$ cat config.mk
export PLATFORM = sky130hd
export DESIGN_NAME = ttl_edge_stamper
export DESIGN_NICKNAME = d
export VERILOG_FILES = /design/src/rtl/ttl_stamp_pkg.sv /design/src/rtl/ttl_stamp_sens.sv /design/src/rtl/ttl_stamp_edges.sv /design/src/rtl/ttl_stamp_first.sv /design/src/rtl/ttl_edge_stamper.sv
export SDC_FILE = /design/constraint.sdc
export NUM_CORES = 1
export LEC_CHECK = 0
export ABC_AREA = 0
export BUFFER_PORTS_ARGS = -buffer_cell sky130_fd_sc_hd__buf_2
export CORE_MARGIN = 2
export CORE_UTILIZATION = 53
export CTS_BUF_LIST = sky130_fd_sc_hd__clkbuf_16
export CTS_CLUSTER_DIAMETER = 30
export DETAILED_ROUTE_END_ITERATION = 16
export HOLD_SLACK_MARGIN = 0.02
export PLACE_DENSITY = 0.8
export SYNTH_ARGS = -nofsm -noshare
export SYNTH_HDL_FRONTEND = slang
export SYNTH_SLANG_ARGS = --single-unit
$ cat constraint.sdc
create_clock -name clk -period 2.92 [get_ports clk]
set_input_delay 0.584 -clock clk [delete_from_list [all_inputs] [get_ports clk]]
set_output_delay 0.584 -clock clk [all_outputs]
set_load 0.02 [all_outputs]
$ cat src/rtl/ttl_stamp_pkg.sv
package ttl_stamp_pkg;

    // Sensitivity states; the encoding matches command data bits {fall, rise}
    typedef enum logic [1:0] {
        SENS_OFF  = 2'b00,
        SENS_RISE = 2'b01,
        SENS_FALL = 2'b10,
        SENS_BOTH = 2'b11
    } sens_state_t;

endpackage

$ cat src/rtl/ttl_stamp_sens.sv
module ttl_stamp_sens
    import ttl_stamp_pkg::*;
#(
    parameter int ADDR_W    = 2,
    parameter int DATA_W    = 2,
    parameter int SENS_ADDR = 2
) (
    input  logic              clk,
    input  logic              rst_n,
    input  logic              cmd_stb_i,
    input  logic [ADDR_W-1:0] cmd_addr_i,
    input  logic [DATA_W-1:0] cmd_data_i,
    output logic              en_rise_o,
    output logic              en_fall_o
);

    sens_state_t state_q, state_d;
    logic        wr_hit;

    assign wr_hit = cmd_stb_i && (cmd_addr_i == ADDR_W'(SENS_ADDR));

    // Next state: only a write to the sensitivity address moves the machine
    always_comb begin
        state_d = state_q;
        if (wr_hit) begin
            unique case (cmd_data_i[1:0])
                2'b00:   state_d = SENS_OFF;
                2'b01:   state_d = SENS_RISE;
                2'b10:   state_d = SENS_FALL;
                default: state_d = SENS_BOTH;
            endcase
        end
    end

    // State register
    always_ff @(posedge clk or negedge rst_n) begin
        if (!rst_n) state_q <= SENS_OFF;
        else        state_q <= state_d;
    end

    // Outputs per state
    always_comb begin
        unique case (state_q)
            SENS_OFF:  begin en_rise_o = 1'b0; en_fall_o = 1'b0; end
            SENS_RISE: begin en_rise_o = 1'b1; en_fall_o = 1'b0; end
            SENS_FALL: begin en_rise_o = 1'b0; en_fall_o = 1'b1; end
            default:   begin en_rise_o = 1'b1; en_fall_o = 1'b1; end
        endcase
    end

endmodule

$ cat src/rtl/ttl_stamp_edges.sv
module ttl_stamp_edges #(
    parameter int SAMPLES = 8
) (
    input  logic               clk,
    input  logic               rst_n,
    input  logic [SAMPLES-1:0] sample_i,
    input  logic               en_rise_i,
    input  logic               en_fall_i,
    output logic [SAMPLES-1:0] hit_o
);

    logic [SAMPLES-1:0] word_q;
    logic               seam_q;   // last sample of the word before word_q

    always_ff @(posedge clk or negedge rst_n) begin
        if (!rst_n) begin
            word_q <= '0;
            seam_q <= 1'b0;
        end else begin
            seam_q <= word_q[SAMPLES-1];
            word_q <= sample_i;
        end
    end

    // Each sample is compared with the one just before it in time
    genvar g;
    for (g = 0; g < SAMPLES; g++) begin : g_bit
        logic prior;
        if (g == 0) begin : g_seam
            assign prior = seam_q;
        end else begin : g_inner
            assign prior = word_q[g-1];
        end
        assign hit_o[g] = (en_rise_i &  word_q[g] & ~prior)
                        | (en_fall_i & ~word_q[g] &  prior);
    end

endmodule

$ cat src/rtl/ttl_stamp_first.sv
module ttl_stamp_first #(
    parameter int SAMPLES = 8,
    parameter int FINE_W  = $clog2(SAMPLES)
) (
    input  logic [SAMPLES-1:0] req_i,
    output logic               found_o,
    output logic [FINE_W-1:0]  idx_o
);

    // Lowest set index wins: scan from the top so the earliest overwrites
    always_comb begin
        found_o = |req_i;
        idx_o   = '0;
        for (int i = SAMPLES - 1; i >= 0; i--) begin
            if (req_i[i]) idx_o = FINE_W'(i);
        end
    end

endmodule

$ cat src/rtl/ttl_edge_stamper.sv
module ttl_edge_stamper #(
    parameter int SAMPLES   = 8,
    parameter int ADDR_W    = 2,
    parameter int DATA_W    = 2,
    parameter int SENS_ADDR = 2,
    localparam int FINE_W   = $clog2(SAMPLES)
) (
    input  logic               clk,
    input  logic               rst_n,
    input  logic               cmd_stb_i,
    input  logic [ADDR_W-1:0]  cmd_addr_i,
    input  logic [DATA_W-1:0]  cmd_data_i,
    input  logic [SAMPLES-1:0] sample_i,
    output logic               evt_stb_o,
    output logic [FINE_W-1:0]  evt_fine_o
);

    logic               en_rise, en_fall;
    logic [SAMPLES-1:0] hit_vec;
    logic               hit_any;
    logic [FINE_W-1:0]  hit_idx;

    ttl_stamp_sens #(
        .ADDR_W    (ADDR_W),
        .DATA_W    (DATA_W),
        .SENS_ADDR (SENS_ADDR)
    ) u_sens (
        .clk        (clk),
        .rst_n      (rst_n),
        .cmd_stb_i  (cmd_stb_i),
        .cmd_addr_i (cmd_addr_i),
        .cmd_data_i (cmd_data_i),
        .en_rise_o  (en_rise),
        .en_fall_o  (en_fall)
    );

    ttl_stamp_edges #(
        .SAMPLES (SAMPLES)
    ) u_edges (
        .clk       (clk),
        .rst_n     (rst_n),
        .sample_i  (sample_i),
        .en_rise_i (en_rise),
        .en_fall_i (en_fall),
        .hit_o     (hit_vec)
    );

    ttl_stamp_first #(
        .SAMPLES (SAMPLES),
        .FINE_W  (FINE_W)
    ) u_first (
        .req_i   (hit_vec),
        .found_o (hit_any),
        .idx_o   (hit_idx)
    );

    // Result stage: one-cycle pulse, index forced to zero when idle
    always_ff @(posedge clk or negedge rst_n) begin
        if (!rst_n) begin
            evt_stb_o  <= 1'b0;
            evt_fine_o <= '0;
        end else begin
            evt_stb_o  <= hit_any;
            evt_fine_o <= hit_any ? hit_idx : '0;
        end
    end

endmodule

Yosys cells after proc, flatten, opt, wreduce, memory -nomap -nowiden
Index checks and enable logic that the tools add are counted.

Flip-flop bits (word level): 15. Latch bits: 0. Memory bits (writable): 0. ROM bits: 0. Bits of input ports: 15. Output and inout bits: 4. Word-level logic and storage cells: 77. Memories kept: 0.

$add $sub $neg: 0. Multipliers: 0. Divide/modulo/power cells: 0. Magnitude comparators: 0. Eq/ne operators: 5. Shift operators: 0. Muxes and demuxes: 12. Bitwise operators: 49. Reductions and logical operators: 6.

Operators with widths (number): 1-bit AND (32); 3-bit two-way mux (9); 1-bit NOT (9); 1-bit bitwise OR (8); 8-bit OR reduction (1); 2-bit equality test, second input constant (3); 2-bit one-hot mux with 3 select lines (1); 2-bit by 1-bit equality test with 1-bit output, second input constant (2); 2-bit logical NOT (2); 2-bit OR reduction (2); 1-bit two-way mux (2); 1-bit logical AND (1).

Logic depth before layout (Yosys ltp)
Gate-level depths: netlist of run 1.

Depth in word-level cells: 15. Gate-level depth with buffers: 5. Gate-level depth less buffers: 5.

Modules after synthesis
Synthesis of run 1 repeated with hierarchy kept, for this count alone.

Cell total of the unflattened synthesis: 62. Area total of the unflattened synthesis: 705.7 um^2.

Modules (own cells, without submodules): ttl_stamp_edges (instances 1, cells each 35, area each 397.9 um^2, seq. area each 225.2 um^2); ttl_edge_stamper (instances 1, cells each 7, area each 118.9 um^2, seq. area each 100.1 um^2); ttl_stamp_sens (instances 1, cells each 7, area each 107.6 um^2, seq. area each 50.0 um^2); ttl_stamp_first (instances 1, cells each 13, area each 81.3 um^2, seq. area each 0.0 um^2).

Least setup slack after synthesis of run 1
OpenSTA, ideal clock, no wires.

Kind: reg2reg. Start: register u_edges.word_q[3]. End: register evt_stb_o. Library setup time: 124 ps. Arrival time: 1053 ps. Required time: 2796 ps. Path slack: 1742 ps. Stages on the path, launching flop included: 5. Path buffers: 0. Clock period less this slack: 1178 ps. Cell sequence: dfrtp_1 > nor2b_2 > o21ai_1 > nand4_1 > or2_1.

Word-level cells in the longest chain between the ends: 5. Elaborated cells on any way between the ends: 10. Those cells by class: 9 x bitwise; 1 x reduce/logical.

RTL lines: from (decl) (RTL line ttl_stamp_edges.sv:12) `logic [SAMPLES-1:0] word_q;`; from (signal assigned) (RTL line ttl_stamp_edges.sv:21) `word_q <= sample_i;`; 1-bit NOT (RTL line ttl_stamp_edges.sv:34, ttl_stamp_edges.sv:35); 1-bit AND (2 in series) (RTL line ttl_stamp_edges.sv:35) `| (en_fall_i & ~word_q[g] & prior);`; 1-bit bitwise OR (RTL line ttl_stamp_edges.sv:35); 8-bit OR reduction (*) (RTL line ttl_stamp_first.sv:12) `found_o = |req_i;`; net hit_any (RTL line ttl_edge_stamper.sv:20) `logic hit_any;`; to (signal assigned) (RTL line ttl_edge_stamper.sv:63) `evt_stb_o <= hit_any;`; to (decl) (RTL line ttl_edge_stamper.sv:14) `output logic evt_stb_o,`.

The timed path passes the listed nets; every way through them passes the cells marked *. A chain may end at the register's enable or synchronous reset.

Worst setup path after layout of run 1
Start: register evt_stb_o. End: output port evt_stb_o.

No word-level cell between the ends.

==> results.ini, run 1 <==
[outcome]
status = completed

[route]
wl_per_cell_um = 12.3
vias_per_cell = 5.53
via_count = 603
ant_nets = 0
drt-initial-drc-count = 16
first_pass_iters = 4
drc_errors = 0
routed_wirelength_mm = 1.34

[cts]
cts_resized = 0
post_cts_buffers = 0
cts_buffers = 3
cts_tree = done
path_clk_slew_ns = 0.04
cts_hold_buffers = 0
root_buffer = clkbuf_16
cts_sinks = 15
cts_buffer_depth = 2
htreeDepth = 1
clk_latency_ns = 0.24

[job]
cap_violations = 0

[pwr]
leakage_nw = 0.419
peakVddDrop_uv = 697
power.density_nw_per_um2 = 697
power_mw = 0.628

[logic_synthesis]
ys_seq_area_share_pct = 51.9
yosysTopAreaCell = dfrtp_1
synth_top_area_share_pct = 51.9
synth_top_flop_cell = dfrtp_1
yosysMostFrequentCell = dfrtp_1
yosysWarnings = 0
synth_edf_count = 0
async_flop_share_pct = 100
synth_seq_cells = 15
syn-num-nets = 89
syn_inst = 74
synthTopCellsByCount = dfrtp_1 (15), nor2b_1 (14), o21ai_1 (11)
synth.area.top_cells = dfrtp_1 (52%), nor2b_1 (12%), o21ai_1 (7.6%)
synth_area_um2 = 723
syn_avg_cell_area_um2 = 9.77
synth.distinct_cells = 21

[timing]
fin_setup_tns_ns = 0
max_slew_margin_pct = 78.4
rsz0062_at_grt = no
layout_worst_path_cycle_share_pct = 45.7
worst_slew_pin_slew_ns = 0.324
max_freq_mhz = 750
final-setup-viol-count = 0
fin_skew_ns = 0.00133
slew_violations = 0
finalCriticalPeriod_ns = 1.33
hold_viol = 0

[global_route]
grt-ovfl-total = 0
first_global_vias = 507
grt_usage_pct = 20.5
grt_max_degree = 16
grt_antenna_before_repair = 0
grt_pass1_wl_mm = 2.04

[critical_path]
crit_fanout = 1
critical-path-top-delay-family = flip-flops
reg2reg_depth = 4
end_kind = primary output
cp-startpoint = evt_stb_o
start_kind = register
worstSetupPathType = reg -> out
cp_num_buf_inv = 1
r2r-end = evt_stb_o
path_cells = buf_2
required_ns = 2.34
rrSetupSlack_ns = 1.64
worst_r2r_startpoint = u_edges.word_q[4]
slowest_stage = dfrtp_1
critical_path.max_stage_delay_ns = 0.35
critPathArrivalTime_ns = 0.75

[final_layout]
finish.utilization_pct = 70.1
seq_area_um2 = 375
final_nets = 110
layoutNonFillerInstCount = 109
n_fill_cell = 91
multi_input_area_um2 = 334
num_antenna_cells = 0
stdcell_area_um2 = 901
drive_gt1_share_pct = 27.7
syn_to_final_growth_pct = 24.6

[floorplan]
fp.dieW_um = 40.9
start_util_pct = 56.3
rows = 13
ios = 19
fp.dieH_um = 40.9
die_area_um2 = 1680
coreArea_um2 = 1280

[placement]
place_hpwl_um = 944
placed_cell_area_um2 = 822
gp_congestion = 0.772
port-buffer-count = 18
dp_cells = 105

[worst_hold_path]
hp-class = in -> async

-- report_power, final --
part           total, mW  internal [mW]  switching, mW  leakage, nW
combinational      0.115         0.0528         0.0626        0.200
sequential         0.259          0.234         0.0256        0.176
clock              0.253          0.180         0.0731       0.0423
-- worst max-delay path by stage --
stage | endpoint | slack (ns) | depth (start not counted)
2_1_floorplan | evt_stb_o | 1.74 | 4
5_1_grt | evt_stb_o | 1.55 | 4
6_report | evt_stb_o | 1.59 | 1
3_5_place_dp | evt_stb_o | 1.65 | 4
3_3_place_gp | u_sens.state_q[1] | 1.66 | 3
4_1_cts | evt_stb_o | 1.57 | 1
-- kinds of logic after synthesis --
group,Yosys count,share of synthesized area (%)
and+or+nand+nor,34,26.1
AOI/OAI and AO/OA,20,17.0
DFF,15,51.9
buffers and inverters,3,1.90
muxes,2,3.11
-- per-layer routing --
metal  vias up  part of all wire [%]  routed length [um]  GRT usage [%]
met2        25                    51                 686           29.7
met3         4                   5.6                  75           7.07
met4         0                   2.8                  37           19.2
met5         -                     0                   0              0
met1       275                    40                 540           23.0
li1        299                     -                   -              -
-- per-stage QoR --
step	hold WS (ns)	setup WS [ns]
after floorplan	0.288	1.74
after detailed placement	0.401	1.65
final	0.232	1.59
after global placement	0.394	1.66
after global routing	0.246	1.55
after CTS	0.240	1.57
-- cells in the final DEF (no fill, tap or decap), types with 3 or more instances in the layout --
cell,n
buf_2,18
dfrtp_1,15
nor2b_1,14
o21ai_1,11
nand2_1,7
nand2b_1,3
nor2_1,3
clkbuf_16,3
-- registers in the layout, summed over array words and instances (netlist names) --
| register | count |
|---|---|
| evt_fine_o | 3 |
| evt_stb_o | 1 |
| u_edges.g_bit.prior | 1 |
| u_sens.state_q | 2 |
| u_edges.word_q | 8 |
-- cell type report --
cell class	count	share of cell area (%)
clock inverters	1	0.417
flip-flops and latches	15	41.7
multi-input cells	56	37.1
inverters	1	0.417
well taps	15	2.08
clock buffers	3	8.33
repair buffers	18	10.0
No activity file was read; power rests on OpenSTA's default activity.
==> run 2: changes to the inputs <==
--- a/config.mk
+++ b/config.mk
@@ -8,12 +8,12 @@
 export ABC_AREA = 0
 export BUFFER_PORTS_ARGS = -buffer_cell sky130_fd_sc_hd__buf_2
 export CORE_MARGIN = 2
-export CORE_UTILIZATION = 53
+export CORE_UTILIZATION = 44
 export CTS_BUF_LIST = sky130_fd_sc_hd__clkbuf_16
 export CTS_CLUSTER_DIAMETER = 30
 export DETAILED_ROUTE_END_ITERATION = 16
 export HOLD_SLACK_MARGIN = 0.02
-export PLACE_DENSITY = 0.8
+export PLACE_DENSITY = 0.71
 export SYNTH_ARGS = -nofsm -noshare
 export SYNTH_HDL_FRONTEND = slang
 export SYNTH_SLANG_ARGS = --single-unit
==> constraint.sdc (replaced) <==
create_clock -name clk -period 1.1 [get_ports clk]
set_input_delay 0.22 -clock clk [delete_from_list [all_inputs] [get_ports clk]]
set_output_delay 0.22 -clock clk [all_outputs]
set_load 0.02 [all_outputs]
==> run 2 against run 1 <==
The run now ends with negative setup slack left. Setup slack got worse by 1.8 ns. Clock-buffer cell count did not move. First-iteration DRC count fell by 38%. Final cell count rose by 10%. Hold slack got worse by 0.15 ns. Die area rose by 18%. Cell area rose by 17%. Critical path depth rose by 3. Largest cell class is now multi-input combinational cells. Largest power group is now the clock network.
==> results.ini, run 2 (synthesized netlist as in run 1, its figures left out) <==
[cts]
cts_buffers = 3
cts_tree = done
root_buffer = clkbuf_16
htreeDepth = 1
clk_latency_ns = 0.24
path_clk_slew_ns = 0.05
cts_sinks = 15
cts_buffer_depth = 2

[outcome]
violations = negative setup slack
status = finished, violations left

[final_layout]
top_register = u_edges.word_q
num_antenna_cells = 0
largest_reg_flops = 8
layout_commonest_cell = buf_2
final_cell_mix = buf_2 (18), dfrtp_1 (11), nor2b_1 (9), buf_4 (9), nand2_1 (7)
drive_gt1_share_pct = 49.0
syn_to_final_growth_pct = 45.2
largest_registers = u_edges.word_q x8, evt_fine_o x3, u_sens.state_q x2
final_nets = 120

[route]
via_count = 676
vias_per_cell = 5.63
first_pass_iters = 4
routed_wirelength_mm = 1.67
drc_errors = 0
drt-initial-drc-count = 10
wl_per_cell_um = 13.9
ant_nets = 0

[global_route]
grt_max_degree = 16
grt_antenna_before_repair = 0
grt_usage_pct = 19.4
grt-ovfl-total = 0
first_global_vias = 684
grt_pass1_wl_mm = 2.74

[floorplan]
fp.dieW_um = 44.5
coreArea_um2 = 1520
die_area_um2 = 1980
start_util_pct = 47.5
ios = 19
fp.dieH_um = 44.5
rows = 14

[worst_hold_path]
hp-class = in -> reg

[timing]
holdWs_ns = 0.0786
layout_worst_path_cycle_share_pct = 117
slew_violations = 0
fin_setup_tns_ns = -0.521
worst_slew_pin_slew_ns = 0.361
max_freq_mhz = 776
finalCriticalPeriod_ns = 1.29
hold_viol = 0
max_slew_margin_pct = 75.9
final-setup-viol-count = 4
rsz0062_at_grt = yes
finalWorstSetupSlack_ns = -0.188
fin_skew_ns = 0.000954

[job]
cap_violations = 0

[pwr]
power_mw = 1.79
power.density_nw_per_um2 = 1710
peakVddDrop_uv = 920
leakage_nw = 0.495

[critical_path]
worstSetupPathType = reg -> reg
required_ns = 1.23
critPathArrivalTime_ns = 1.42
end_kind = register
crit_fanout = 5
start_kind = register

[placement]
port-buffer-count = 18
dp_slack_ns = -0.132
gp_congestion = 0.718
place_hpwl_mm = 1.08

## run 2: cell type report
cell class	count	area [um^2]
Timing Repair Buffer	28	168
Fill cell	117	474
Inverter	1	3.75
Clock buffer	3	75.1
Multi-Input combinational cell	56	398
Tap cell	16	20.0
Clock inverter	1	5.00
Sequential cell	15	380
## run 2: routing by layer
metal  part of all wire [%]  GRT usage [%]  vias to the layer above
met4                    2.5           10.3                        0
met2                     50           34.5                       24
li1                       -              -                      315
met5                      0              0                        -
met1                     41           20.2                      331
met3                    5.8           5.71                        6
## run 2: critical path: stages, from the launching register on
cell and delay, ns:
dfrtp_1 0.40, nor2b_2 0.18, o21ai_1 0.19, nand4_1 0.15, or2_1 0.24
## run 2: timing repair
action                                 4_1_cts  5_1_grt
setup buffers                                2        0
setup endpoints to repair                    4        4
resized for setup                           16        4
pin swaps                                    9        8
hold buffers                                 1        0
endpoints found under the hold margin       15        0
## run 2: where the power goes
group / switching (mW) / total (mW) / internal (mW)
Combinational: 0.198 / 0.390 / 0.192
Clock: 0.217 / 0.702 / 0.485
Sequential: 0.0777 / 0.700 / 0.622
## run 2: final timing paths
kind / depth (start not counted) / end / slack, ns / from
worst min-delay path: 1 / u_edges.word_q[3] / 0.08 / sample_i[3]
worst max-delay path: 4 / evt_stb_o / -0.19 / u_edges.word_q[1]
worst min register to register: 0 / u_edges.g_bit[0].prior / 0.51 / u_edges.word_q[7]
max in group asynchronous: 2 / u_edges.word_q[4] / 0.43 / rst_n
min in group asynchronous: 2 / evt_fine_o[0] / 0.41 / rst_n
worst max register to register: 4 / evt_stb_o / -0.19 / u_edges.word_q[1]
## run 2: per-stage QoR
step	utilization, %	area [um^2]	instances
final	68.9	1050	120
after CTS	68.1	1040	120
after global routing	68.9	1050	120
after global placement	57.5	876	113
after detailed placement	57.5	876	113
after floorplan	-	723	74
==> run 3: changes to the inputs <==
--- a/config.mk
+++ b/config.mk
@@ -6,14 +6,15 @@
 export NUM_CORES = 1
 export LEC_CHECK = 0
 export ABC_AREA = 0
+export ABC_CLOCK_PERIOD_IN_PS = 1100
 export BUFFER_PORTS_ARGS = -buffer_cell sky130_fd_sc_hd__buf_2
 export CORE_MARGIN = 2
-export CORE_UTILIZATION = 44
-export CTS_BUF_LIST = sky130_fd_sc_hd__clkbuf_16
+export CORE_UTILIZATION = 47
+export CTS_BUF_LIST = sky130_fd_sc_hd__clkbuf_8
 export CTS_CLUSTER_DIAMETER = 30
 export DETAILED_ROUTE_END_ITERATION = 16
 export HOLD_SLACK_MARGIN = 0.02
-export PLACE_DENSITY = 0.71
+export PLACE_DENSITY = 0.75
 export SYNTH_ARGS = -nofsm -noshare
 export SYNTH_HDL_FRONTEND = slang
 export SYNTH_SLANG_ARGS = --single-unit
==> run 3 against run 2 <==
The run still ends with negative setup slack left. First-iteration DRC count grew 80%. Setup slack lost 0.040 ns. Final cell count shrank 1.7%. Clock-buffer cell count is the same. Utilization shrank 0.43 points. Die area shrank 5.8%.
==> results.ini, run 3 (synthesized netlist as in run 1, its figures left out) <==
[outcome]
status = finished, violations left
violations = negative setup slack

[final_layout]
largest_registers = u_edges.word_q x8, evt_fine_o x3, u_sens.state_q x2
final_cell_mix = buf_2 (18), dfrtp_1 (10), nor2b_1 (9)
syn_to_final_growth_pct = 39.3
num_antenna_cells = 0
drive_gt1_share_pct = 50.0
top_register = u_edges.word_q
layout_commonest_cell = buf_2
final_nets = 118
largest_reg_flops = 8

[pwr]
peakVddDrop_uv = 919
power_mw = 1.54
leakage_nw = 0.469
power.density_nw_per_um2 = 1530

[timing]
finalCriticalPeriod_ns = 1.33
max_slew_margin_pct = 76.2
rsz0062_at_grt = yes
slew_violations = 0
finalWorstSetupSlack_ns = -0.228
layout_worst_path_cycle_share_pct = 121
max_freq_mhz = 753
holdWs_ns = 0.0688
worst_slew_pin_slew_ns = 0.357
fin_skew_ns = 0.00332
final-setup-viol-count = 4
hold_viol = 0

[global_route]
grt_usage_pct = 19.9
grt-ovfl-total = 0
grt_antenna_before_repair = 0
grt_pass1_wl_mm = 2.61
first_global_vias = 627
grt_max_degree = 16

[route]
first_pass_iters = 4
route.met2.wl_um = 915
drc_errors = 0
vias_per_cell = 5.69
wl_per_cell_um = 14.9
ant_nets = 0
highest_layer = met4
via_count = 671
drt-initial-drc-count = 18
met3_wirelength_um = 129
routed_wirelength_mm = 1.76
wl_met1_um = 674

[critical_path]
path_cells = buf_4, nor2_1, o2bb2ai_1, a22oi_1, a21oi_2
start_kind = register
end_kind = register
critPathArrivalTime_ns = 1.47
required_ns = 1.24
slowest_stage = dfrtp_2
worstSetupPathType = reg -> reg
critical_path.max_stage_delay_ns = 0.46
crit_fanout = 5

[placement]
port-buffer-count = 18
gp_congestion = 0.791
place_hpwl_um = 986

[floorplan]
rows = 14
fp.dieW_um = 43.2
coreArea_um2 = 1470
ios = 19
start_util_pct = 49.1
fp.dieH_um = 43.2
die_area_um2 = 1870

[cts]
root_buffer = clkbuf_8
htreeDepth = 1
path_clk_slew_ns = 0.06
cts_buffer_depth = 2
cts_sinks = 15
clk_latency_ns = 0.25
cts_tree = done
cts_buffers = 3

[worst_hold_path]
hp-class = in -> reg

[job]
cap_violations = 0

-- run 3: final timing paths --
kind / startpoint / end / slack, ns / cells after the start
setup / recovery: u_edges.word_q[1] / evt_fine_o[0] / -0.23 / 5
hold / removal: sample_i[0] / u_edges.word_q[0] / 0.07 / 1
setup reg to reg: u_edges.word_q[1] / evt_fine_o[0] / -0.23 / 5
hold reg to reg: u_edges.word_q[7] / u_edges.g_bit[0].prior / 0.46 / 0
max in group asynchronous: rst_n / u_sens.state_q[1] / 0.44 / 2
min in group asynchronous: rst_n / evt_fine_o[1] / 0.40 / 2
-- run 3: layout make-up --
cell class                 count  area, um^2
clock buffer                   3        41.3
clock inverter                 1        3.75
fill                         111         464
inverter                       1        3.75
multi-input combinational     56         400
sequential                    15         382
tap                           16        20.0
timing repair buffer          26         156
-- run 3: repair_timing --
action	4_1_cts	5_1_grt
setup endpoints to repair	4	4
pin swaps	6	6
endpoints found under the hold margin	15	0
gates resized for setup	14	9
hold buffers	1	0
setup buffers	3	0
cloned	0	0
-- run 3: per-layer routing --
metal	vias up	track usage [%]
li1	310	-
met3	4	5.53
met5	-	0
met4	0	13.9
met1	320	21.8
met2	37	32.5
-- run 3: stage by stage --
stage                     setup TNS [ns]  cells  instance area [um^2]  utilization, %  worst slack (ns)
after floorplan                  -0.0809     74                   723               -           -0.0652
after global placement            -0.368    110                   853            58.0            -0.147
after detailed placement          -0.453    110                   853            58.0            -0.160
after CTS                         -0.541    118                   978            66.5            -0.161
after global routing               -1.02    118                  1010            68.5            -0.287
final                             -0.776    118                  1010            68.5            -0.228
-- run 3: worst max-delay path, delay by kind of cell (launching register included) --
kind / cells / cell delay [ns]
buf+inv: 1 / 0.16
compound gates: 3 / 0.42
simple gates: 1 / 0.17
flops: 1 / 0.46
-- run 3: report_power, final --
part           total (mW)  switching, mW  internal [mW]
Clock               0.443          0.196          0.248
Combinational       0.395          0.198          0.197
Sequential          0.705         0.0833          0.621
Total                1.54          0.477           1.07
